[config.mk]
export PLATFORM = sky130hd
export DESIGN_NAME = spi_cpha1_slave
export DESIGN_NICKNAME = d
export VERILOG_FILES = /design/src/rtl/spi_cpha1_slave.sv
export SDC_FILE = /design/constraint.sdc
export NUM_CORES = 1
export LEC_CHECK = 0
export ABC_AREA = 1
export BUFFER_PORTS_ARGS = -buffer_cell sky130_fd_sc_hd__buf_2
export CORE_ASPECT_RATIO = 1.4
export CORE_MARGIN = 2
export CORE_UTILIZATION = 40
export DETAILED_ROUTE_END_ITERATION = 12
export GPL_TIMING_DRIVEN = 1
export PLACE_DENSITY_LB_ADDON = 0.15
export SETUP_SLACK_MARGIN = 0.2
export SLEW_MARGIN = 40
export SYNTH_ARGS = -nofsm -noshare
export SYNTH_HDL_FRONTEND = slang
export SYNTH_SLANG_ARGS = --single-unit
[constraint.sdc]
create_clock -name clk -period 1.3 [get_ports clk]
set_input_delay 0.13 -clock clk [delete_from_list [all_inputs] [get_ports clk]]
set_output_delay 0.13 -clock clk [all_outputs]
set_load 0.005 [all_outputs]
[src/rtl/spi_cpha1_slave.sv]
module spi_cpha1_slave #(
  parameter int W    = 8,
  parameter int SYNC = 2
) (
  input  logic         clk,
  input  logic         rst_n,
  input  logic         cpol,
  input  logic         sck,
  input  logic         mosi,
  input  logic         sel_n,
  input  logic [W-1:0] tx_byte,
  input  logic         tx_load,
  output logic         miso,
  output logic [W-1:0] rx_byte,
  output logic         rx_valid,
  output logic         tx_overrun
);
  localparam int CW = (W > 1) ? $clog2(W) : 1;
  localparam logic [CW-1:0] LAST_BIT = CW'(W - 1);

  logic [SYNC-1:0] sck_p, mosi_p, seln_p;
  logic            sck_s, mosi_s, sel_act, sck_q;
  logic            rise, fall, lead_ev, trail_ev, start;
  logic            in_byte, hold_full;
  logic [CW-1:0]   bit_cnt;
  logic [W-1:0]    hold, last_tx, txsr, rxsr, src;

  always_ff @(posedge clk or negedge rst_n) begin
    if (!rst_n) begin
      sck_p  <= '0;
      mosi_p <= '0;
      seln_p <= '1;
      sck_q  <= 1'b0;
    end else begin
      sck_p  <= {sck_p[SYNC-2:0], sck};
      mosi_p <= {mosi_p[SYNC-2:0], mosi};
      seln_p <= {seln_p[SYNC-2:0], sel_n};
      sck_q  <= sck_s;
    end
  end

  assign sck_s    = sck_p[SYNC-1];
  assign mosi_s   = mosi_p[SYNC-1];
  assign sel_act  = ~seln_p[SYNC-1];
  assign rise     = sck_s & ~sck_q;
  assign fall     = ~sck_s & sck_q;
  assign lead_ev  = cpol ? fall : rise;
  assign trail_ev = cpol ? rise : fall;
  assign start    = sel_act & lead_ev & ~in_byte;
  assign src      = tx_load ? tx_byte : (hold_full ? hold : last_tx);

  always_ff @(posedge clk or negedge rst_n) begin
    if (!rst_n) begin
      hold      <= '0;
      hold_full <= 1'b0;
    end else if (tx_load && !start) begin
      hold      <= tx_byte;
      hold_full <= 1'b1;
    end else if (start) begin
      hold_full <= 1'b0;
    end
  end

  always_ff @(posedge clk or negedge rst_n) begin
    if (!rst_n) begin
      in_byte    <= 1'b0;
      bit_cnt    <= '0;
      txsr       <= '0;
      rxsr       <= '0;
      last_tx    <= '0;
      miso       <= 1'b0;
      rx_byte    <= '0;
      rx_valid   <= 1'b0;
      tx_overrun <= 1'b0;
    end else begin
      rx_valid <= 1'b0;
      if (!sel_act) begin
        in_byte <= 1'b0;
        bit_cnt <= '0;
      end else if (lead_ev) begin
        if (!in_byte) begin
          in_byte    <= 1'b1;
          miso       <= src[W-1];
          txsr       <= {src[W-2:0], 1'b0};
          last_tx    <= src;
          tx_overrun <= ~(tx_load | hold_full);
        end else begin
          miso <= txsr[W-1];
          txsr <= {txsr[W-2:0], 1'b0};
        end
      end else if (trail_ev && in_byte) begin
        rxsr <= {rxsr[W-2:0], mosi_s};
        if (bit_cnt == LAST_BIT) begin
          rx_byte  <= {rxsr[W-2:0], mosi_s};
          rx_valid <= 1'b1;
          bit_cnt  <= '0;
          in_byte  <= 1'b0;
        end else begin
          bit_cnt <= bit_cnt + 1'b1;
        end
      end
    end
  end
endmodule

### After elaboration in Yosys (flattened, before gate mapping)

Cells that the tools add are included.

| storage, ports and cells | value |
|---|---|
| bits of input ports | 15 |
| output and inout port bits | 11 |
| word-level logic and storage cells | 62 |
| register bits after elaboration | 54 |

| cells by class | value |
|---|---|
| bitwise operators | 11 |
| equality and inequality tests | 2 |
| reduce and logical (&&, ||, !) cells | 13 |
| muxes and demuxes | 20 |
| $add $sub $neg | 1 |

Operator list:

| kind | number |
|---|---|
| $mux W8 | 3 |
| $mux W1 | 13 |
| $mux W3 | 4 |
| $not A1 Y1 | 6 |
| $reduce_and A2 Y1 | 3 |
| $reduce_and A3 Y1 | 2 |
| $reduce_bool A3 Y1 | 2 |
| $and A1 B1 Y1 | 4 |
| $reduce_and A4 Y1 | 1 |
| $reduce_bool A2 Y1 | 2 |
| $add A3 B1 Y3 const B | 1 |
| $eq A3 B3 Y1 const B | 1 |
| $logic_and A1 B1 Y1 | 2 |
| $ne A2 B2 Y1 const B | 1 |
| $logic_not A1 Y1 | 1 |
| $or A1 B1 Y1 | 1 |

### Depth between registers and ports, before layout

Gate-level depths: netlist of the first run.

| logic depth | value |
|---|---|
| word-level depth | 8 |
| gate-level depth with buffers | 8 |
| depth with buffers taken out | 8 |

### Least setup slack after synthesis of the first run

Ideal clock, no wire load.

| timing path | value |
|---|---|
| path type | reg-to-reg |
| start point | register bit_cnt[0] |
| end point | register bit_cnt[0] |
| path slack | 0.052 ns |
| data arrival time | 1.183 ns |
| clock period less this slack | 1.248 ns |
| library setup time | 0.066 ns |
| data required time | 1.234 ns |
| stages on the path, launching flop included | 7 |
| buffers on the path | 1 |
| cells stage by stage | dfrtp_1 -> ha_1 -> ha_1 -> clkbuf_1 -> nor2_1 -> nand3_1 -> nand2_1 |

| on the way | value |
|---|---|
| longest elaborated chain between the ends | 5 |
| elaborated cells on any way between the ends | 6 |
| classes of those cells | add/sub (1); eq/ne (1); mux (4) |

Ends and longest elaborated chain:

| what | line | text |
|---|---|---|
| from (decl) | 25 | `logic [CW-1:0] bit_cnt;` |
| from (signal assigned) | 99 | `bit_cnt <= bit_cnt + 1'b1;` |
| $add A3 B1 Y3 or $eq A3 B3 Y1 (tied branches) | 99, 93 |  |
| $mux W3 (*) | 93 | `if (bit_cnt == LAST_BIT) begin` |
| $mux W3 (*) | 91 | `end else if (trail_ev && in_byte) begin` |
| $mux W3 (*) | 80 | `end else if (lead_ev) begin` |
| $mux W3 (*) | 77 | `if (!sel_act) begin` |

Mark *: on every way between the ends. The rest lies on a longest branch, timed or not. The select of a mux whose other input is x is not followed.
A chain may end at the register's enable or synchronous reset.

### Final worst setup path of the first run

| timing path | value |
|---|---|
| start point | register sck_p[1] |
| end point | register hold[1] |

| on the way | value |
|---|---|
| longest elaborated chain between the ends | 7 |
| elaborated cells on any way between the ends | 8 |
| classes of those cells | mux (1); bitwise (5); reduce/logical (2) |

Ends and longest elaborated chain:

| what | line | text |
|---|---|---|
| from (decl) | 21 | `logic [SYNC-1:0] sck_p, mosi_p, seln_p;` |
| from (signal assigned) | 35 | `sck_p <= {sck_p[SYNC-2:0], sck};` |
| $not A1 Y1 | 46 | `assign fall = ~sck_s & sck_q;` |
| $and A1 B1 Y1 | 46 |  |
| $mux W1 (*) | 47 | `assign lead_ev = cpol ? fall : rise;` |
| $and A1 B1 Y1 (*) (2 in a row) | 49 | `assign start = sel_act & lead_ev & ~in_byte;` |
| $logic_not A1 Y1 (*) | 56 | `end else if (tx_load && !start) begin` |
| $logic_and A1 B1 Y1 (*) | 56 |  |
| to (signal assigned) | 57 | `hold <= tx_byte;` |
| to (decl) | 26 | `logic [W-1:0] hold, last_tx, txsr, rxsr, src;` |

Mark *: on every way between the ends. The rest lies on a longest branch, timed or not.

==> qor.yml, run 1 <==
routing:
  drt-vias-per-instance: 4.99
  detail-route-antenna-nets: 0
  drtIter0Drc: 40
  routed_wl_um: 4930
  remaining_drc_errors: 0
  firstDrtPassIters: 4
  dr_total_vias: 1880
  wire_per_inst_um: 13.1
global_routing:
  grt_pass1_vias: 1819
  grt-ovfl-total: 0
  track_usage_pct: 16.3
  grt_pass1_wl_um: 7830
  grt_max_degree: 54
  antenna_found_initial: 0
pwr:
  switching_share_pct: 29.6
  peakVddDrop_v: 0.000697
  pwr-share-clk_pct: 27.8
  p_leak_nw: 1.53
  p_sw_mw: 1.05
  seqPwrFrac_pct: 56.2
  power_frac_comb_pct: 16.0
  internal_power_mw: 2.50
  powerDensity_mw_per_mm2: 1200
timing:
  worst_pin_slew_ps: 472
  rsz0062_at_grt: "yes"
  drv_slew: 0
  tns_ps: -1.10
  setup_slack_ps: -1.10
  fmax_ghz: 0.769
  finalHoldViolCount: 0
  final.min_clock_period_ps: 1300
  finClkSkew_ps: 11.9
  slew_headroom_pct: 68.6
  setup_viol: 1
  period_share_pct: 100
die:
  fp.dieH_um: 93.7
  rows: 32
  num_io_pins: 26
  dieArea_mm2: 0.00638
  start_util_pct: 41.6
  core_area_mm2: 0.00553
  fp.dieW_um: 68.1
yosys:
  syn-num-nets: 276
  syn_area_mm2: 0.00230
  syn_inst: 259
  ys.warnings.count: 0
  yosysUniqueCellTypes: 22
  yosysSeqAreaShare_pct: 57.8
  ys_seq_elements: 53
  avgSynthCellArea_um2: 8.87
final_layout:
  nFillCells: 521
  finalNetCount: 325
  drive_above_1_share_pct: 32.0
  num_antenna_cells: 0
  area_delta_synth_final_pct: 29.0
clocking:
  numCtsBuffers: 5
  cts_tree: "done"
  clk_pin_slew_ps: 110
  cts_num_sinks: 53
  clock_latency_ps: 320
  htree_levels: 2
  clockBufferDepth: 2
  clockRootBuffer: "clkbuf_8"
placement:
  post-place-ws_ps: -51.1
  place_congestion: 0.786
  dpl.hpwl_um: 3230
  port-buffer-count: 25
worst_setup_path:
  rrSetupSlack_ps: -1
  critPathMaxFanout: 8
  ff2ff_path_depth: 8
  cp.required_ps: 1550
  end_kind: "flip-flop"
  reg2reg_from: "sck_p[1]$_DFF_PN0_"
  path_class: "reg -> reg"
  critical_path_arrival_ps: 1550
  startpoint_type: "flip-flop"
  r2r_end: "hold[1]$_DFFE_PN0P_"
flow_run:
  maxCapViolCount: 0
worst_hold_path:
  min_from: "tx_byte[5]"
  whs_path_depth: 3
  hold_path_class: "in -> reg"
  whs_endpoint: "hold[5]$_DFFE_PN0P_"
outcome:
  violations: "negative setup slack"
  run_status: "finished with violations"
==> layout make-up <==
cell class              instances  area, um^2  area share, %
flip-flops and latches         53        1330           45.0
repair buffers                 48         358           12.1
well taps                      68        85.1           2.87
inverters                      11        48.8           1.65
multi-input cells             189        1050           35.3
clock inverters                 3        25.0          0.844
clock buffers                   5        68.8           2.32
==> placed cells by master, fill, tap and decap left out, types with 2 or more instances in the layout <==
cell	instances
nand2_2	13
buf_6	2
nor2_4	4
nand2_4	7
dfstp_2	2
o21ai_0	7
clkbuf_8	5
inv_6	3
nand3_1	16
nand3_4	5
nand2_1	95
dfrtp_1	48
nor2_1	10
a31oi_1	8
dfrtp_2	3
inv_2	6
inv_1	2
dlygate4sd3_1	4
buf_4	14
nand4_1	16
buf_2	25
a21oi_1	2
buf_12	2
==> sequential cells by signal, summed over array words and instances, names as in the netlist <==
name and count:
hold 8, last_tx 8, rx_byte 8, rxsr 7, txsr 7, bit_cnt 3, mosi_p 2, sck_p 2
seln_p 2, hold_full 1, in_byte 1, miso 1, rx_valid 1, sck_q 1, tx_overrun 1
==> worst max-delay path, stage by stage (launching register included) <==
cell	delay, ps
dfrtp_2	460
inv_4	90
nand3_4	70
nand2_4	100
nand3_4	140
buf_12	190
nand2_8	80
nand2_2	50
nand2_1	60
==> worst max path at each step <==
stage	startpoint	to	slack (ps)	cells after the start
finish	sck_p[1]$_DFF_PN0_	hold[1]$_DFFE_PN0P_	-1	8
CTS	sck_p[1]$_DFF_PN0_	rxsr[4]$_DFFE_PN0P_	20	6
global route	sck_p[1]$_DFF_PN0_	bit_cnt[1]$_DFFE_PN0P_	-80	6
floorplan	sck_q$_DFF_PN0_	hold[0]$_DFFE_PN0P_	130	8
detailed placement	sck_p[1]$_DFF_PN0_	rxsr[4]$_DFFE_PN0P_	-50	7
global placement	sck_p[1]$_DFF_PN0_	bit_cnt[2]$_DFFE_PN0P_	-20	7
==> layer usage <==
layer	track usage [%]	routed length, um
met5	0	0
met4	7.83	110
met3	3.72	120
met2	29.4	2670
met1	17.3	2030
==> cells in the mapped netlist <==
master | instances | area, um^2
clkbuf_1 | 2 | 7.51
o21ai_0 | 7 | 35.0
clkinv_1 | 1 | 3.75
inv_1 | 6 | 22.5
nand3_1 | 16 | 80.1
dfstp_2 | 2 | 52.6
nor2_4 | 2 | 22.5
ha_1 | 2 | 25.0
nand4_1 | 16 | 100
o21ai_2 | 1 | 8.76
buf_2 | 4 | 20.0
dfrtp_1 | 51 | 1280
nand2_4 | 2 | 22.5
nand3_2 | 5 | 50.1
o21ai_1 | 1 | 5.00
buf_6 | 1 | 11.3
a31oi_1 | 8 | 50.1
inv_2 | 4 | 15.0
nor2_1 | 10 | 37.5
nand2_1 | 114 | 428
buf_4 | 2 | 15.0
a21oi_1 | 2 | 10.0
==> through the flow <==
| stage | util (%) | instances | hold slack (ps) | power, mW | cell area, um^2 |
|---|---|---|---|---|---|
| 3_3_place_gp | 46.8 | 354 | 148 | 2.45 | 2580 |
| 5_1_grt | 53.6 | 377 | 38.8 | 3.74 | 2960 |
| 4_1_cts | 50.8 | 371 | 42.3 | 3.51 | 2810 |
| 6_report | 53.6 | 377 | 50.5 | 3.54 | 2960 |
| 2_1_floorplan | - | 259 | -166 | 2.29 | 2350 |
| 3_5_place_dp | 46.8 | 354 | 147 | 2.46 | 2580 |
==> power groups by stage <==
stage | clock [mW] | combinational (mW) | sequential (mW)
4_1_cts | 1.03 | 0.510 | 1.97
6_report | 0.984 | 0.567 | 1.99
5_1_grt | 1.09 | 0.641 | 2.01
2_1_floorplan | 0 | 0.322 | 1.97
3_3_place_gp | 0 | 0.455 | 1.99
3_5_place_dp | 0 | 0.467 | 2.00
==> timing repair <==
item / in CTS / in global routing
endpoints found under the hold margin: 54 / 0
pin swaps: 1 / 4
hold buffers: 4 / 0
buffers inserted: 3 / 4
cloned: 2 / 2
endpoints found under the setup margin: 46 / 46
resized for setup: 16 / 27
==> kinds of logic (layout without fill, tap and decap cells) <==
kind of cell,after synthesis,count (layout),share of synthesized area (%)
AO/OA/AOI/OAI,19,19,4.74
flip-flops,53,53,57.8
buffers and inverters,20,67,4.14
adder cells (fa/ha/maj),2,2,1.09
AND/OR/NAND/NOR,165,168,32.2
Note: power is estimated with default switching activity, not from simulation.
==> run 2: changes to the inputs <==
--- a/config.mk
+++ b/config.mk
@@ -12,6 +12,7 @@
 export CORE_UTILIZATION = 40
 export DETAILED_ROUTE_END_ITERATION = 12
 export GPL_TIMING_DRIVEN = 1
+export MAX_ROUTING_LAYER = met4
 export PLACE_DENSITY_LB_ADDON = 0.15
 export SETUP_SLACK_MARGIN = 0.2
 export SLEW_MARGIN = 40
==> run 2 against run 1 <==
Effect of this change:
- the flow still finishes with violations (negative setup slack)
- design area is 0.17% higher
- clock skew up 1.5 ps
- highest routed layer unchanged
- routed wire length rose by 0.59%
- clock power rose by 0.4%
- first-iteration DRC count shrank 25%
- critical path type unchanged
- fmax fell by 0.20%
- critical path depth unchanged
==> qor.yml, run 2 (synthesis results as in run 1) <==
timing:
  slew_headroom_pct: 68.5
  worst_pin_slew_ps: 472
  finalHoldViolCount: 0
  setup_viol: 1
  final.min_clock_period_ps: 1300
  setup_slack_ps: -3.65
  finClkSkew_ps: 13.4
  drv_slew: 0
  fmax_ghz: 0.767
  period_share_pct: 100
  rsz0062_at_grt: "yes"
placement:
  port-buffer-count: 25
  post-place-ws_ps: -51.1
  place_congestion: 0.797
  dpl.hpwl_um: 3230
final_layout:
  area_delta_synth_final_pct: 29.2
  final_common_cell: "nand2_1"
  finalNetCount: 325
  final_core_util_pct: 53.7
  final_cell_mix: "92 x nand2_1, 48 x dfrtp_1, 25 x buf_2"
  num_antenna_cells: 0
  drive_above_1_share_pct: 33.0
  reg_top3: "hold x8, last_tx x8, rx_byte x8"
clocking:
  clockRootBuffer: "clkbuf_8"
  cts_tree: "done"
  clockBufferDepth: 2
  htree_levels: 2
  numCtsBuffers: 5
  clk_pin_slew_ps: 110
  clock_latency_ps: 320
  cts_num_sinks: 53
routing:
  drt-vias-per-instance: 5.02
  drtIter0Drc: 30
  firstDrtPassIters: 4
  wire_per_inst_um: 13.2
  detail-route-antenna-nets: 0
  dr_total_vias: 1894
  remaining_drc_errors: 0
  routed_wl_um: 4960
worst_setup_path:
  crit_start: "sck_p[1]$_DFF_PN0_"
  end_kind: "flip-flop"
  startpoint_type: "flip-flop"
  ff2ff_path_depth: 8
  critical_path_arrival_ps: 1560
  rrSetupSlack_ps: -4
  critPathMaxFanout: 8
  r2r_end: "hold[1]$_DFFE_PN0P_"
  reg2reg_from: "sck_p[1]$_DFF_PN0_"
  path_class: "reg -> reg"
  cp.required_ps: 1550
die:
  start_util_pct: 41.6
  num_io_pins: 26
  dieArea_mm2: 0.00638
  fp.dieH_um: 93.7
  fp.dieW_um: 68.1
  core_area_mm2: 0.00553
  rows: 32
pwr:
  peakVddDrop_v: 0.000702
  p_leak_nw: 1.52
  powerDensity_mw_per_mm2: 1200
worst_hold_path:
  hold_path_class: "in -> reg"
  whs_path_depth: 3
  min_from: "tx_byte[5]"
  whs_endpoint: "hold[5]$_DFFE_PN0P_"
global_routing:
  grt-ovfl-total: 0
  grt_max_degree: 54
  grt_pass1_vias: 1818
  track_usage_pct: 16.8
  antenna_found_initial: 0
  grt_pass1_wl_um: 7830
outcome:
  violations: "negative setup slack"
  run_status: "finished with violations"
flow_run:
  maxCapViolCount: 0
==> run 2: cell count changes in the layout (fill, tap and decap cells not counted) <==
cell / before / now
nand2_1: 95 / 92
nand2_2: 13 / 16
inv_4: 1 / 2
inv_6: 3 / 2
==> run 2: stage by stage <==
stage          TNS [ps]  power (mW)  area [um^2]  cells  hold slack (ps)
2_1_floorplan         0        2.29         2350    259             -166
3_3_place_gp      -33.9        2.45         2580    354              148
3_5_place_dp       -365        2.46         2580    354              147
4_1_cts               0        3.51         2810    371             42.3
5_1_grt           -1360        3.75         2970    377             38.8
6_report          -3.65        3.55         2970    377             49.7
==> run 2: repair_timing <==
action,in CTS,in global routing
pin swaps,1,3
endpoints found under the hold margin,54,0
hold buffers,4,0
gates cloned,2,2
buffers inserted,3,4
resized for setup,16,29
endpoints found under the setup margin,46,46
==> run 2: report_power, final <==
group          switching [mW]  total, mW  internal [mW]
Clock                   0.594      0.988          0.394
Sequential              0.142       2.00           1.85
Combinational           0.319      0.569          0.250
==> run 2: layout make-up <==
class | instances | area (um^2)
clock buffers | 5 | 68.8
clock inverters | 3 | 25.0
fillers | 518 | 2560
inverters | 11 | 46.3
multi-input cells | 189 | 1050
flip-flops and latches | 53 | 1330
well taps | 68 | 85.1
repair buffers | 48 | 358
==> run 2: worst max-delay path by stage <==
stage	end
6_report	hold[1]$_DFFE_PN0P_
5_1_grt	bit_cnt[1]$_DFFE_PN0P_
4_1_cts	rxsr[4]$_DFFE_PN0P_
3_5_place_dp	rxsr[4]$_DFFE_PN0P_
3_3_place_gp	bit_cnt[2]$_DFFE_PN0P_
2_1_floorplan	hold[0]$_DFFE_PN0P_
==> run 2: critical path, cell delays in order (launching register included) <==
cell,delay [ps]
dfrtp_2,460
inv_4,90
nand3_4,70
nand2_4,100
nand3_4,130
buf_12,180
nand2_8,90
nand2_2,50
nand2_1,60
==> run 2: metal layers <==
metal  wire [um]  GRT usage (%)  vias up
met4         102           7.83        0
met5           0              -        -
met1        2030           17.3      903
met3         133           3.72        8
met2        2700           29.4       29
li1            -              -      954
==> run 3: changes to the inputs <==
--- a/config.mk
+++ b/config.mk
@@ -15,6 +15,7 @@
 export MAX_ROUTING_LAYER = met4
 export PLACE_DENSITY_LB_ADDON = 0.15
 export SETUP_SLACK_MARGIN = 0.2
+export SKIP_CTS_REPAIR_TIMING = 1
 export SLEW_MARGIN = 40
 export SYNTH_ARGS = -nofsm -noshare
 export SYNTH_HDL_FRONTEND = slang
==> run 3 against run 2 <==
Effect of this change:
- the flow still finishes with violations (negative setup slack)
- clock skew rose by 0.78 ps
- critical path type unchanged
- combinational power fell by 3%
- largest power group unchanged
- sequential share of layout area up 0.54 points
- core utilization is 0.63 points lower
- fmax is 0.57% lower
==> qor.yml, run 3 (synthesis results as in run 1) <==
outcome:
  run_status: "finished with violations"
  violations: "negative setup slack"
global_routing:
  antenna_found_initial: 0
  grt_pass1_vias: 1738
  grt_max_degree: 54
  use_met3_pct: 3.60
  grt-ovfl-total: 0
  grt-busiest-layer: "met2"
  track_usage_pct: 16.0
  grtUsageMet2_pct: 28.2
  grt_pass1_wl_um: 7500
  met1_usage_pct: 16.5
timing:
  finalHoldViolCount: 0
  worst_pin_slew_ps: 304
  period_share_pct: 101
  setup_viol: 2
  drv_slew: 0
  rsz0062_at_grt: "yes"
  setup_slack_ps: -11.1
  finClkSkew_ps: 14.2
  final.min_clock_period_ps: 1310
  slew_headroom_pct: 79.7
  fmax_ghz: 0.763
clocking:
  cts_tree: "done"
  htree_levels: 2
  clock_latency_ps: 320
  clockRootBuffer: "clkbuf_8"
  clk_pin_slew_ps: 110
  clockBufferDepth: 2
  cts_num_sinks: 53
  numCtsBuffers: 5
pwr:
  p_sw_mw: 1.05
  switching_share_pct: 29.6
  internal_power_mw: 2.48
  pwr-share-clk_pct: 28.1
  seqPwrFrac_pct: 56.3
  power_frac_comb_pct: 15.6
  powerDensity_mw_per_mm2: 1200
  p_leak_nw: 1.51
  peakVddDrop_v: 0.000698
final_layout:
  num_antenna_cells: 0
  final_common_cell: "nand2_1"
  finalNetCount: 323
  reg_top3: "hold x8, last_tx x8, rx_byte x8"
  final_cell_mix: "103 x nand2_1, 48 x dfrtp_1, 25 x buf_2"
  area_delta_synth_final_pct: 27.7
  drive_above_1_share_pct: 29.3
  stdcell_area_mm2: 0.00293
  final_core_util_pct: 53.1
routing:
  drt-vias-per-instance: 4.92
  remaining_drc_errors: 0
  firstDrtPassIters: 4
  drtIter0Drc: 61
  dr_total_vias: 1845
  detail-route-antenna-nets: 0
  wire_per_inst_um: 13.0
  routed_wl_um: 4880
placement:
  place_congestion: 0.797
  placed_area_mm2: 0.00258
  dpl.hpwl_um: 3230
  post-place-ws_ps: -51.1
  port-buffer-count: 25
die:
  rows: 32
  num_io_pins: 26
  dieArea_mm2: 0.00638
  core_area_mm2: 0.00553
  start_util_pct: 41.6
  fp.dieH_um: 93.7
  fp.dieW_um: 68.1
worst_setup_path:
  critical_path_arrival_ps: 1570
  critPathMaxFanout: 8
  cpPeakStageDelay_ps: 480
  slowest_stage: "dfrtp_2"
  startpoint_type: "flip-flop"
  crit_chain: "inv_2, nand3_4, nand2_4, nand3_4, buf_12, nand2_8, nand2_1, nand2_1"
  end_kind: "flip-flop"
  path_class: "reg -> reg"
  cp.required_ps: 1560
flow_run:
  maxCapViolCount: 0
worst_hold_path:
  hold_path_class: "in -> reg"
-- run 3: changes by cell type in the layout (fill, tap and decap cells not counted) --
cell / change
buf_6: -1
o21ai_4: +1
o21ai_2: -1
nand2_2: -11
buf_4: -1
nand2_1: +11
a21oi_2: +1
a21oi_1: -1
-- run 3: final cells by class --
| cell class | instances | area (um^2) |
|---|---|---|
| clock buffer | 5 | 68.8 |
| timing repair buffer | 46 | 339 |
| fill | 523 | 2590 |
| clock inverter | 3 | 25.0 |
| sequential | 53 | 1330 |
| multi-input combinational | 189 | 1040 |
| tap | 68 | 85.1 |
| inverter | 11 | 46.3 |
-- run 3: worst max-delay path: cells and delay by family (launching register included) --
family | cells | cell delay, ps
buffers and inverters | 2 | 280
flip-flops | 1 | 480
AND/OR/NAND/NOR | 6 | 480
-- run 3: path summary, 6_finish.rpt --
| check | start | to | slack, ps | cells past startpoint |
|---|---|---|---|---|
| worst min-delay path | tx_byte[5] | hold[5]$_DFFE_PN0P_ | 40 | 3 |
| worst max-delay path | sck_q$_DFF_PN0_ | hold[1]$_DFFE_PN0P_ | -10 | 8 |
| min in group asynchronous | rst_n | hold[3]$_DFFE_PN0P_ | 320 | 3 |
| max in group asynchronous | rst_n | seln_p[0]$_DFF_PN1_ | 700 | 3 |
| worst min register to register | sck_p[0]$_DFF_PN0_ | sck_p[1]$_DFF_PN0_ | 360 | 0 |
| worst max register to register | sck_q$_DFF_PN0_ | hold[1]$_DFFE_PN0P_ | -10 | 8 |
-- run 3: per-stage QoR --
step | std cells | hold WS, ps | setup TNS [ps] | power, mW
floorplan | 259 | -166 | 0 | 2.29
global placement | 354 | 148 | -33.9 | 2.45
detailed placement | 354 | 147 | -365 | 2.46
CTS | 362 | -206 | -564 | 3.47
global route | 375 | 40.7 | -1540 | 3.72
finish | 375 | 44.7 | -15.4 | 3.53
-- run 3: per-layer routing --
| layer | wire [um] | up-vias | share of wire [%] |
|---|---|---|---|
| met5 | 0 | - | 0 |
| li1 | - | 943 | - |
| met3 | 127 | 6 | 2.6 |
| met4 | 87 | 0 | 1.8 |
| met1 | 2030 | 872 | 42 |
| met2 | 2640 | 24 | 54 |
-- run 3: power by group through the flow --
stage	combinational [mW]	clock, mW	sequential (mW)
3_3_place_gp	0.455	0	1.99
5_1_grt	0.624	1.09	2.01
4_1_cts	0.471	1.03	1.96
6_report	0.551	0.992	1.99
2_1_floorplan	0.322	0	1.97
3_5_place_dp	0.467	0	2.00
